File: src/rtl/rtc_pkg.sv
// Package rtc_pkg: shared byte type, register indices, config/flag bit
// positions, update sequencer states and BCD/binary conversion helpers.
// Assumes time values below 100, so BCD fits two nibbles.
package rtc_pkg;
    localparam int BYTE_W = 8;
    typedef logic [BYTE_W-1:0] byte_t;

    // Register indices; the alarm bytes are contiguous from IDX_ASEC.
    localparam int IDX_SEC   = 0;
    localparam int IDX_MIN   = 1;
    localparam int IDX_HOUR  = 2;
    localparam int IDX_DAY   = 3;
    localparam int IDX_MON   = 4;
    localparam int IDX_YEAR  = 5;
    localparam int IDX_ASEC  = 6;
    localparam int IDX_AMIN  = 7;
    localparam int IDX_AHOUR = 8;
    localparam int IDX_CFG   = 9;
    localparam int IDX_FLAG  = 10;

    // Configuration byte bits.
    localparam int CF_HOLD = 0;
    localparam int CF_BIN  = 1;
    localparam int CF_H24  = 2;
    localparam int CF_AEN  = 3;
    localparam int CF_PEN  = 4;
    localparam int CF_UEN  = 5;
    localparam int CF_SQW  = 6;
    localparam int CF_DST  = 7;

    // Flag bits.
    localparam int FL_ALM  = 0;
    localparam int FL_PER  = 1;
    localparam int FL_UPD  = 2;
    localparam int FL_IRQ  = 7;
    localparam int N_FLAGS = 3;

    typedef enum logic [2:0] {
        ST_IDLE, ST_SEC, ST_MIN, ST_HOUR, ST_DAY, ST_MON, ST_YEAR, ST_DONE
    } upd_state_e;

    // Stored byte to plain number.
    function automatic byte_t to_num(input byte_t v, input logic bin);
        return bin ? v : (byte_t'(v[7:4]) * 8'd10) + byte_t'(v[3:0]);
    endfunction

    // Plain number to stored byte.
    function automatic byte_t from_num(input byte_t n, input logic bin);
        return bin ? n : (((n / 8'd10) << 4) | (n % 8'd10));
    endfunction

    // Last day of a month given plain month and year numbers.
    function automatic byte_t days_in(input byte_t mon, input byte_t yr,
                                      input int leap_every);
        byte_t d;
        case (mon)
            8'd2:                     d = ((int'(yr) % leap_every) == 0) ? 8'd29 : 8'd28;
            8'd4, 8'd6, 8'd9, 8'd11:  d = 8'd30;
            default:                  d = 8'd31;
        endcase
        return d;
    endfunction
endpackage

File: src/rtl/rtc_calendar.sv
// rtc_calendar: holds the six time bytes and runs the stepped update
// sequence, one field per clock along the carry chain. Software writes
// take priority over a step of the same byte. The hold input cancels
// a sequence in progress and blocks new ones. The time bytes have no
// reset: they survive the resume-domain reset.
module rtc_calendar import rtc_pkg::*; #(
    parameter int ADDR_W     = 4,
    parameter int YEAR_TOP   = 99,
    parameter int LEAP_EVERY = 4
) (
    input  logic              clk,
    input  logic              rst_n,
    input  logic              sec_tick,
    input  logic              hold,
    input  logic              bin_mode,
    input  logic              h24,
    input  logic              wr_en,
    input  logic [ADDR_W-1:0] wr_addr,
    input  byte_t             wr_data,
    output byte_t             sec_o,
    output byte_t             min_o,
    output byte_t             hour_o,
    output byte_t             day_o,
    output byte_t             mon_o,
    output byte_t             year_o,
    output logic              upd_done
);
    localparam byte_t YEAR_LAST = byte_t'(YEAR_TOP);

    upd_state_e state_q, state_d;
    byte_t sec_q, min_q, hour_q, day_q, mon_q, year_q;
    byte_t cur, cur_n, lo, hi, gen_next;
    logic  gen_wrap;
    byte_t hr_n, hr_k, hr_enc, hr_next;
    logic  hr_pm, hr_carry;

    // Generic field step for the field chosen by the current state.
    always_comb begin
        cur = '0;
        lo  = '0;
        hi  = '0;
        case (state_q)
            ST_SEC:  begin cur = sec_q;  hi = 8'd59; end
            ST_MIN:  begin cur = min_q;  hi = 8'd59; end
            ST_DAY:  begin
                cur = day_q; lo = 8'd1;
                hi  = days_in(to_num(mon_q, bin_mode), to_num(year_q, bin_mode), LEAP_EVERY);
            end
            ST_MON:  begin cur = mon_q;  lo = 8'd1; hi = 8'd12; end
            ST_YEAR: begin cur = year_q; hi = YEAR_LAST; end
            default: ;
        endcase
        cur_n    = to_num(cur, bin_mode);
        gen_wrap = (cur_n >= hi);
        gen_next = from_num(gen_wrap ? lo : cur_n + 8'd1, bin_mode);
    end

    // Hour step for both hour styles, with the PM marker in bit 7.
    always_comb begin
        hr_n     = to_num({1'b0, hour_q[6:0]}, bin_mode);
        hr_pm    = hour_q[7];
        hr_carry = 1'b0;
        if (h24) begin
            hr_carry = (hr_n >= 8'd23);
            hr_k     = hr_carry ? 8'd0 : hr_n + 8'd1;
        end else if (hr_n >= 8'd12) begin
            hr_k = 8'd1;
        end else if (hr_n == 8'd11) begin
            hr_k     = 8'd12;
            hr_carry = hr_pm;
            hr_pm    = ~hr_pm;
        end else begin
            hr_k = hr_n + 8'd1;
        end
        hr_enc  = from_num(hr_k, bin_mode);
        hr_next = h24 ? hr_enc : {hr_pm, hr_enc[6:0]};
    end

    // Next state: walk the carry chain; hold sends the sequencer to idle.
    always_comb begin
        state_d = state_q;
        case (state_q)
            ST_IDLE: if (sec_tick) state_d = ST_SEC;
            ST_SEC:  state_d = gen_wrap ? ST_MIN  : ST_DONE;
            ST_MIN:  state_d = gen_wrap ? ST_HOUR : ST_DONE;
            ST_HOUR: state_d = hr_carry ? ST_DAY  : ST_DONE;
            ST_DAY:  state_d = gen_wrap ? ST_MON  : ST_DONE;
            ST_MON:  state_d = gen_wrap ? ST_YEAR : ST_DONE;
            ST_YEAR: state_d = ST_DONE;
            default: state_d = ST_IDLE;
        endcase
        if (hold) state_d = ST_IDLE;
    end

    // Sequencer state register.
    always_ff @(posedge clk) begin
        if (!rst_n) state_q <= ST_IDLE;
        else        state_q <= state_d;
    end

    // Time bytes: a software write wins, otherwise the active step applies.
    always_ff @(posedge clk) begin
        if (wr_en && wr_addr == ADDR_W'(IDX_SEC))       sec_q  <= wr_data;
        else if (state_q == ST_SEC && !hold)            sec_q  <= gen_next;
        if (wr_en && wr_addr == ADDR_W'(IDX_MIN))       min_q  <= wr_data;
        else if (state_q == ST_MIN && !hold)            min_q  <= gen_next;
        if (wr_en && wr_addr == ADDR_W'(IDX_HOUR))      hour_q <= wr_data;
        else if (state_q == ST_HOUR && !hold)           hour_q <= hr_next;
        if (wr_en && wr_addr == ADDR_W'(IDX_DAY))       day_q  <= wr_data;
        else if (state_q == ST_DAY && !hold)            day_q  <= gen_next;
        if (wr_en && wr_addr == ADDR_W'(IDX_MON))       mon_q  <= wr_data;
        else if (state_q == ST_MON && !hold)            mon_q  <= gen_next;
        if (wr_en && wr_addr == ADDR_W'(IDX_YEAR))      year_q <= wr_data;
        else if (state_q == ST_YEAR && !hold)           year_q <= gen_next;
    end

    assign upd_done = (state_q == ST_DONE) && !hold;
    assign sec_o    = sec_q;
    assign min_o    = min_q;
    assign hour_o   = hour_q;
    assign day_o    = day_q;
    assign mon_o    = mon_q;
    assign year_o   = year_q;

    // with hold high and no software write, no time byte moves.
    p_hold_freeze_r2: assert property (@(posedge clk) disable iff (!rst_n)
        (hold && !wr_en) |=> ($stable(sec_q) && $stable(min_q) && $stable(hour_q)
                              && $stable(day_q) && $stable(mon_q) && $stable(year_q)));

    // hold always leaves the sequencer idle on the next cycle.
    p_abort_r2: assert property (@(posedge clk) disable iff (!rst_n)
        hold |=> (state_q == ST_IDLE));

    // the end-of-update pulse lasts exactly one cycle per sequence.
    p_done_once_r1: assert property (@(posedge clk) disable iff (!rst_n)
        upd_done |=> !upd_done);
endmodule

File: src/rtl/rtc_alarm.sv
// rtc_alarm: holds the alarm bytes and compares them with the current
// time. A byte with its two top bits set matches any value. Assumes the
// alarm indices are contiguous from BASE_IDX. Alarm bytes have no reset.
module rtc_alarm import rtc_pkg::*; #(
    parameter int ADDR_W   = 4,
    parameter int N_FIELDS = 3,
    parameter int BASE_IDX = IDX_ASEC
) (
    input  logic                           clk,
    input  logic                           rst_n,
    input  logic                           wr_en,
    input  logic [ADDR_W-1:0]              wr_addr,
    input  byte_t                          wr_data,
    input  logic [N_FIELDS-1:0][BYTE_W-1:0] now_i,
    output logic [N_FIELDS-1:0][BYTE_W-1:0] alm_o,
    output logic                           hit
);
    logic [N_FIELDS-1:0][BYTE_W-1:0] alm_q;
    logic [N_FIELDS-1:0]             field_ok;

    for (genvar i = 0; i < N_FIELDS; i++) begin : g_field
        // Load one alarm byte from the software port.
        always_ff @(posedge clk) begin
            if (wr_en && wr_addr == ADDR_W'(BASE_IDX + i)) alm_q[i] <= wr_data;
        end
        assign field_ok[i] = (&alm_q[i][7:6]) || (alm_q[i] == now_i[i]);
    end

    assign hit   = &field_ok;
    assign alm_o = alm_q;

    // an exact match on every alarm byte must be reported as a hit.
    p_exact_hit_r7: assert property (@(posedge clk) disable iff (!rst_n)
        (alm_q == now_i) |-> hit);
endmodule

File: src/rtl/rtc_irq_ctrl.sv
// rtc_irq_ctrl: latches the alarm, periodic and update-done flags and
// forms the interrupt request from the flags and their enables. A read
// of the flag byte clears all flags, but a set in the same cycle wins.
module rtc_irq_ctrl import rtc_pkg::*; (
    input  logic               clk,
    input  logic               rst_n,
    input  logic               upd_done,
    input  logic               alarm_hit,
    input  logic               per_tick,
    input  logic               rd_clr,
    input  logic               en_alm,
    input  logic               en_per,
    input  logic               en_upd,
    output logic [N_FLAGS-1:0] flags_o,
    output logic               irq_o
);
    logic [N_FLAGS-1:0] flags_q, set_v, en_v;

    // Collect this cycle's flag sources and the matching enables.
    always_comb begin
        set_v         = '0;
        set_v[FL_ALM] = upd_done && alarm_hit;
        set_v[FL_PER] = per_tick;
        set_v[FL_UPD] = upd_done;
        en_v          = '0;
        en_v[FL_ALM]  = en_alm;
        en_v[FL_PER]  = en_per;
        en_v[FL_UPD]  = en_upd;
    end

    // Flag register: reset clears, a read clears, new events set.
    always_ff @(posedge clk) begin
        if (!rst_n) flags_q <= '0;
        else        flags_q <= (rd_clr ? '0 : flags_q) | set_v;
    end

    assign irq_o   = |(flags_q & en_v);
    assign flags_o = flags_q;

    // the end of an update always leaves the update flag set.
    p_upd_flag_r6: assert property (@(posedge clk) disable iff (!rst_n)
        upd_done |=> flags_q[FL_UPD]);

    // a read with no new event leaves no flag and no request.
    p_rdclr_r9: assert property (@(posedge clk) disable iff (!rst_n)
        (rd_clr && !upd_done && !per_tick) |=> (flags_q == '0 && !irq_o));
endmodule

File: src/rtl/rtc_core.sv
// rtc_core: top of the calendar clock. It holds the configuration byte,
// which has two reset domains, decodes the byte register space and
// joins the calendar, alarm and interrupt parts. Assumes one-cycle tick
// pulses that are synchronous to clk. rdata is combinational from addr.
module rtc_core import rtc_pkg::*; #(
    parameter int ADDR_W     = 4,
    parameter int YEAR_TOP   = 99,
    parameter int LEAP_EVERY = 4
) (
    input  logic              clk,
    input  logic              rst_n,
    input  logic              sec_tick,
    input  logic              per_tick,
    input  logic              wr_en,
    input  logic              rd_en,
    input  logic [ADDR_W-1:0] addr,
    input  logic [7:0]        wdata,
    output logic [7:0]        rdata,
    output logic              irq
);
    localparam int N_ALM = IDX_AHOUR - IDX_ASEC + 1;

    logic  hold_q, bin_q, h24_q, aen_q, dst_q;
    logic  pen_q, uen_q, sqw_q;
    byte_t cfg;
    byte_t t_sec, t_min, t_hour, t_day, t_mon, t_year;
    logic  upd_done, alarm_hit, rd_clr, cfg_wr;
    logic [N_FLAGS-1:0] flags;
    logic [N_ALM-1:0][BYTE_W-1:0] alm_now, alm_val;

    assign cfg_wr = wr_en && addr == ADDR_W'(IDX_CFG);
    assign rd_clr = rd_en && addr == ADDR_W'(IDX_FLAG);

    // Config bits that no reset touches.
    always_ff @(posedge clk) begin
        if (cfg_wr) begin
            hold_q <= wdata[CF_HOLD];
            bin_q  <= wdata[CF_BIN];
            h24_q  <= wdata[CF_H24];
            aen_q  <= wdata[CF_AEN];
            dst_q  <= wdata[CF_DST];
        end
    end

    // Config bits that the resume-domain reset clears.
    always_ff @(posedge clk) begin
        if (!rst_n) begin
            pen_q <= 1'b0;
            uen_q <= 1'b0;
            sqw_q <= 1'b0;
        end else if (cfg_wr) begin
            pen_q <= wdata[CF_PEN];
            uen_q <= wdata[CF_UEN];
            sqw_q <= wdata[CF_SQW];
        end
    end

    // Assemble the config byte for readback.
    always_comb begin
        cfg          = '0;
        cfg[CF_HOLD] = hold_q;
        cfg[CF_BIN]  = bin_q;
        cfg[CF_H24]  = h24_q;
        cfg[CF_AEN]  = aen_q;
        cfg[CF_PEN]  = pen_q;
        cfg[CF_UEN]  = uen_q;
        cfg[CF_SQW]  = sqw_q;
        cfg[CF_DST]  = dst_q;
    end

    rtc_calendar #(
        .ADDR_W(ADDR_W), .YEAR_TOP(YEAR_TOP), .LEAP_EVERY(LEAP_EVERY)
    ) u_cal (
        .clk(clk), .rst_n(rst_n), .sec_tick(sec_tick), .hold(hold_q),
        .bin_mode(bin_q), .h24(h24_q), .wr_en(wr_en), .wr_addr(addr),
        .wr_data(wdata), .sec_o(t_sec), .min_o(t_min), .hour_o(t_hour),
        .day_o(t_day), .mon_o(t_mon), .year_o(t_year), .upd_done(upd_done)
    );

    assign alm_now = {t_hour, t_min, t_sec};

    rtc_alarm #(
        .ADDR_W(ADDR_W), .N_FIELDS(N_ALM), .BASE_IDX(IDX_ASEC)
    ) u_alm (
        .clk(clk), .rst_n(rst_n), .wr_en(wr_en), .wr_addr(addr),
        .wr_data(wdata), .now_i(alm_now), .alm_o(alm_val), .hit(alarm_hit)
    );

    rtc_irq_ctrl u_irq (
        .clk(clk), .rst_n(rst_n), .upd_done(upd_done), .alarm_hit(alarm_hit),
        .per_tick(per_tick), .rd_clr(rd_clr), .en_alm(aen_q), .en_per(pen_q),
        .en_upd(uen_q), .flags_o(flags), .irq_o(irq)
    );

    // Read multiplexer over the byte register space.
    always_comb begin
        rdata = '0;
        case (addr)
            ADDR_W'(IDX_SEC):   rdata = t_sec;
            ADDR_W'(IDX_MIN):   rdata = t_min;
            ADDR_W'(IDX_HOUR):  rdata = t_hour;
            ADDR_W'(IDX_DAY):   rdata = t_day;
            ADDR_W'(IDX_MON):   rdata = t_mon;
            ADDR_W'(IDX_YEAR):  rdata = t_year;
            ADDR_W'(IDX_ASEC):  rdata = alm_val[0];
            ADDR_W'(IDX_AMIN):  rdata = alm_val[1];
            ADDR_W'(IDX_AHOUR): rdata = alm_val[2];
            ADDR_W'(IDX_CFG):   rdata = cfg;
            ADDR_W'(IDX_FLAG): begin
                rdata[N_FLAGS-1:0] = flags;
                rdata[FL_IRQ]      = irq;
            end
            default:            rdata = '0;
        endcase
    end

    // reset leaves the resettable enables and the request cleared.
    p_reset_clear_r10: assert property (@(posedge clk)
        !rst_n |=> (!pen_q && !uen_q && !sqw_q && !irq));
endmodule

File: config.mk
export PLATFORM = sky130hd
export DESIGN_NAME = rtc_core
export DESIGN_NICKNAME = d
export VERILOG_FILES = /design/src/rtl/rtc_pkg.sv /design/src/rtl/rtc_calendar.sv /design/src/rtl/rtc_alarm.sv /design/src/rtl/rtc_irq_ctrl.sv /design/src/rtl/rtc_core.sv
export SDC_FILE = /design/constraint.sdc
export NUM_CORES = 1
export LEC_CHECK = 0
export CORE_MARGIN = 4
export CORE_UTILIZATION = 35
export CTS_CLUSTER_DIAMETER = 150
export DETAILED_ROUTE_END_ITERATION = 10
export PLACE_DENSITY = 0.51
export SETUP_SLACK_MARGIN = 0.1
export SLEW_MARGIN = 20
export SYNTH_ARGS = -nofsm -noshare
export SYNTH_HDL_FRONTEND = slang
export SYNTH_SLANG_ARGS = --single-unit
export TNS_END_PERCENT = 20
File: constraint.sdc
create_clock -name clk -period 10.8 [get_ports clk]
set_clock_uncertainty 0.05 [all_clocks]
set_input_delay 3.24 -clock clk [delete_from_list [all_inputs] [get_ports clk]]
set_output_delay 3.24 -clock clk [all_outputs]
set_load 0.05 [all_outputs]
== Word-level counts from Yosys, hierarchy flattened ==
Index checks and enable logic that the tools add are counted.

* Register bits: 86
* Bits of input ports: 18
* Output and inout bits: 9
* Word-level logic and storage cells: 159

* Add/subtract/negate cells: 6
* Multipliers: 4
* Divide/modulo/power cells: 4
* Order comparisons: 3
* Equal/unequal tests: 28
* Mux-type cells: 45
* Bitwise logic cells: 6
* Reduce and logical (&&, ||, !) cells: 43

{| class="wikitable"
|+ Operators with widths
! kind !! count
|-
| 8-bit 2-to-1 mux || 23
|-
| 4-bit case mux with 10 select lines || 1
|-
| 8-bit case mux with 5 select lines || 1
|-
| 3-bit case mux with 11 select lines || 1
|-
| 32-bit logical NOT || 1
|-
| 8-bit case mux with 4 select lines || 1
|-
| 8-bit by 4-bit == test with 1-bit output (second input constant) || 3
|-
| 8-bit == test || 3
|-
| 3-bit case mux with 7 select lines || 1
|-
| 1-bit logical AND || 19
|-
| 8-bit by 1-bit adder with 8-bit output (second input constant) || 2
|-
| 8-bit by 4-bit adder with 8-bit output || 2
|-
| 8-bit by 4-bit divider with 8-bit output (second input constant) || 2
|-
| 4-bit by 3-bit == test with 1-bit output (second input constant) || 4
|-
| 8-bit by 3-bit == test with 1-bit output (second input constant) || 2
|-
| 8-bit by 4-bit modulo with 8-bit output (second input constant) || 2
|-
| 8-bit bitwise OR || 2
|-
| 8-bit case mux with 2 select lines || 1
|-
| 4-bit by 3-bit multiplier with 7-bit output (second input constant) || 2
|-
| 3-bit == test (second input constant) || 4
|-
| 4-bit == test (second input constant) || 3
|-
| 3-bit 2-to-1 mux || 4
|-
| 2-bit nonzero test || 6
|-
| 1-bit case mux with 11 select lines || 1
|-
| 29 further kinds || 48
|}

== Longest topological paths before layout ==
* Depth in word-level cells: 14
* Mapped depth: 25

== By module ==
Synthesis repeated with hierarchy kept, for this count alone.

* Cell total of the unflattened synthesis: 735
* Area total of the unflattened synthesis: 7289.5 um2

{| class="wikitable"
|+ By module, submodules not included
! module !! instances !! cells an instance !! area each (um2) !! seq. area each (um2)
|-
| rtc_calendar || 1 || 526 || 4988.5 || 1501.4
|-
| rtc_core || 1 || 133 || 1147.4 || 210.2
|-
| rtc_alarm || 1 || 64 || 1034.7 || 720.7
|-
| rtc_irq_ctrl || 1 || 12 || 118.9 || 60.1
|}

== Worst setup path before layout ==
No wires, ideal clock.

* Path type: input port to output port
* Start: input addr[0]
* End: output rdata[4]
* Arrival time: 6.099 ns
* Data required time: 7.510 ns
* Path slack: 1.411 ns
* Stages on the path: 5
* Cells stage by stage: buf_1 clkbuf_1 clkbuf_1 a22oi_1 o311ai_0

* Word-level cells in the longest chain between the ends: 2
* Elaborated cells between the ends (all ways): 11
* Those cells by class: eq/ne: 9; mux: 1; reduce/logical: 1

{| class="wikitable"
|+ Ends and longest elaborated chain
! item !! RTL line !! source
|-
| start: declaration || rtc_core.sv:16 || <nowiki>input logic [ADDR_W-1:0] addr,</nowiki>
|-
| 4-bit == test (tied with other cells) || rtc_core.sv:98 || <nowiki>case (addr)</nowiki>
|-
| 4-bit case mux with 10 select lines (*) || rtc_core.sv:98 ||
|-
| end: declaration || rtc_core.sv:18 || <nowiki>output logic [7:0] rdata,</nowiki>
|}

Every way passes the cells marked *; elsewhere a longest branch is shown, timed or not.

== Worst setup path in the final report ==
* Start: input addr[3]
* End: output rdata[2]

* Word-level cells in the longest chain between the ends: 2
* Elaborated cells between the ends (all ways): 12
* Those cells by class: eq/ne: 10; mux: 1; reduce/logical: 1

{| class="wikitable"
|+ Ends and longest elaborated chain
! item !! RTL line
|-
| 4-bit == test (tied with other cells) || rtc_core.sv:98
|-
| 3-bit case mux with 11 select lines (*) || rtc_core.sv:98
|}

Marked as above.

==> qor.csv <==
stage,metric,value,unit
run_status,status,finished clean,
synth,yosysWarningCount,0,
power_and_ir_drop,power.density,107,mW/mm²
detailed_routing,drtAntennaViolNets,0,
hold_path,hold_depth,2,
layout,multi_input_area,0.00448,mm²
setup_path,cpPeakStageDelay,860,ps
clocking,cts_root_buf,clkbuf_16,
synth,avgSynthCellArea,9.28,µm²
setup_path,crit_top_cell,clkdlybuf4s50_1,
global_routing,grt_max_degree,51,
global_routing,track_usage,0.210,
setup_path,cp_cell_sequence,"clkdlybuf4s50_1, nor2_1, a32oi_1, nand2_1, o21ai_0, o211ai_1, clkdlybuf4s50_1",
detailed_routing,avgViaCountPerCell,6.09,
die,dieArea,0.0232,mm²
clocking,tritoncts,built,
clocking,clockBufferDepth,2,
setup_path,ff2ff_path_depth,22,
power_and_ir_drop,vdd.ir_drop.worst,78.4,µV
die,start_util,0.357,
hold_path,holdPathEnd,u_irq.flags_o[2],
layout,finish.instance_area,0.00804,mm²
sta,setup_tns,0,ps
setup_path,r2r_end,u_cal.year_o[1],
layout,stdcell_count,1060,
synth,synth.most_common_cell,edfxtp_1,
detailed_routing,remaining_drc_errors,0,
layout,area_growth,10.5,%
power_and_ir_drop,switchingPower,262,µW
sta,rsz0062_at_grt,false,
setup_path,cp.arrival,6180,ps
synth,synth_area,0.00728,mm²
setup_path,critPathBufInv,2,
setup_path,critPathMaxFanout,15,
sta,max_freq,0.106,GHz
clocking,cts_max_level,3,
synth,synth_top_cell_by_area,edfxtp_1,
synth,synthTopCellsByCount,"77 x edfxtp_1, 75 x nor2_1, 59 x nand2_1",
detailed_routing,vias,6451,
sta,setup_viol,0,
global_routing,grt_pass1_vias,6252,
clocking,post_cts_resized,0,
layout,drive_above_1_share,0.113,
setup_path,reg2reg_slack,4010,ps
detailed_routing,drt-total-wl,25300,µm
sta,hold_viol_final,0,
synth,ys_seq_area_frac,0.343,
synth,synth_nets,839,
synth,synth_cell_types,88,
setup_path,critPathLaunchType,primary input,
power_and_ir_drop,p_sw_frac,0.304,
layout,n_fill_cell,2034,
synth,netlist.area_leader.share,0.318,
power_and_ir_drop,comb_power_share,0.208,
detailed_routing,drt-initial-drc-count,522,
setup_path,worst_path_max_delay_cell,clkdlybuf4s50_1,
clocking,hold_buffers,0,
synth,yosys-top-cells-area,"edfxtp_1 32%, ha_1 5.5%, mux2_2 4.3%, nor2_1 3.9%, a21oi_1 3.6%",
die,die_x,152,µm
setup_path,crit_type,primary input to primary output,
synth,synth-edff-count,77,
synth,async_reset_ff_frac,0,
sta,relSlewSlack,0.298,
clocking,insertion_delay,340,ps
hold_path,min_from,u_irq.flags_o[2],
global_routing,antenna_found_initial,0,
power_and_ir_drop,seq_power_share,0.441,
detailed_routing,routedWlPerCell,23.8,µm
global_routing,grt_pass1_wl,38000,µm
sta,period_needed,9470,ps
detailed_routing,drtPass1Iterations,5,
clocking,clock-sinks,86,
global_routing,grt_overflow_total,0,
die,core_area,0.0204,mm²
die,ios,27,
power_and_ir_drop,p_int,601,µW
sta,tightest_slew,1040,ps
placement,gp_congestion,0.934,
sta,slew_violations,0,
flow_run,max_cap_violations,0,
clocking,cts_setup_buffers,0,
die,die_y,152,µm
clocking,cts_buffers,9,
placement,port_buffers,26,
layout,ff_latch_area,0.00249,mm²
die,rows,52,
layout,nNetsFinal,839,
synth,synth_seq_cells,86,
power_and_ir_drop,p_leak,2.91,nW
sta,fin_crit_sh,0.877,
setup_path,crit_required,7510,ps
placement,dp_hpwl,19100,µm
hold_path,min_path_type,register to register,
power_and_ir_drop,p_clk_frac,0.351,
power_and_ir_drop,p_total,863,µW
placement,place_area,0.00775,mm²
setup_path,crit_path_end_kind,primary output,
synth,synth_top_flop_cell,edfxtp_1,
clocking,clk_pin_slew,70,ps
placement,dpl.cell_count,1043,
setup_path,cp_top_family,buffers and inverters,
synth,syn_inst,784,
setup_path,worstReg2RegStart,u_cal.state_q[1],
[stage by stage]
step,setup slack (ps),utilization,hold slack [ps]
floorplan,1410,-,432
global placement,1380,0.380,490
detailed placement,1380,0.381,488
CTS,1370,0.395,501
global route,1100,0.395,530
finish,1330,0.395,508
[power by group through the flow]
stage	clock network, mW	registers (mW)	logic, mW
finish	0.303	0.381	0.179
CTS	0.307	0.380	0.178
floorplan	0	0.383	0.125
global placement	0	0.388	0.173
detailed placement	0	0.388	0.177
global route	0.322	0.381	0.196
[placed cells by master (no fill, tap or decap), types with 20 or more instances in the layout]
cell / instances
mux2i_1: 23
o21ai_0: 41
xor2_1: 21
nand2_1: 59
nor2_1: 75
a21oi_1: 52
clkdlybuf4s50_1: 26
ha_1: 32
edfxtp_1: 77
xnor2_1: 20
mux2_2: 28
[worst reg2reg max path: stages (launching register included)]
cell	delay, ps
dfxtp_1	310
buf_4	290
nor2b_1	620
a221oi_2	230
nor2_1	220
ha_1	260
ha_1	230
fa_1	540
o211ai_1	110
or3_1	340
a211oi_1	270
o31a_1	420
inv_2	200
ha_1	350
a221oi_1	270
o211ai_1	120
buf_4	230
inv_1	250
nand2_1	130
o32ai_2	370
nor4_1	110
mux2_2	370
mux2_2	280
[how the worst max path moves through the flow]
stage | from | endpoint | slack, ps | depth (start not counted)
floorplan | addr[0] | rdata[4] | 1410 | 5
global placement | addr[3] | rdata[2] | 1380 | 7
detailed placement | addr[3] | rdata[1] | 1380 | 7
CTS | addr[3] | rdata[1] | 1370 | 7
global route | addr[3] | rdata[2] | 1100 | 7
finish | addr[3] | rdata[2] | 1330 | 7
[registers in the layout (all words and copies together) (netlist names), 3 cells and up]
register	count
u_alm.alm_o	24
u_cal.day_o	8
u_cal.hour_o	8
u_cal.min_o	8
u_cal.mon_o	8
u_cal.sec_o	8
u_cal.state_q	3
u_cal.year_o	8
u_irq.flags_o	3
[cell type report]
class	count	share of cell area
Multi-Input combinational cell	625	0.557
Sequential cell	86	0.310
Timing Repair Buffer	40	0.0454
Tap cell	270	0.0420
Clock buffer	9	0.0280
Inverter	22	0.0103
Clock inverter	7	0.00747
Antenna cell	1	0.000311
[cell families after synthesis]
group           count (synthesis)  synth area share
flops                          86             0.343
buf+inv                        73            0.0456
compound gates                241             0.232
mux                            55            0.0863
xor+xnor                       41            0.0494
simple gates                  250             0.174
fa+ha+maj                      38            0.0702
[routing by layer]
layer  track usage  vias to the layer above  wire length [µm]
li1              -                     2998                 -
met1         0.290                     3200             11200
met2         0.349                      225             12000
met3        0.0293                       28              1510
met4        0.0535                        0               505
met5             0                        -                 0
Note: power is estimated with default switching activity, not from simulation.
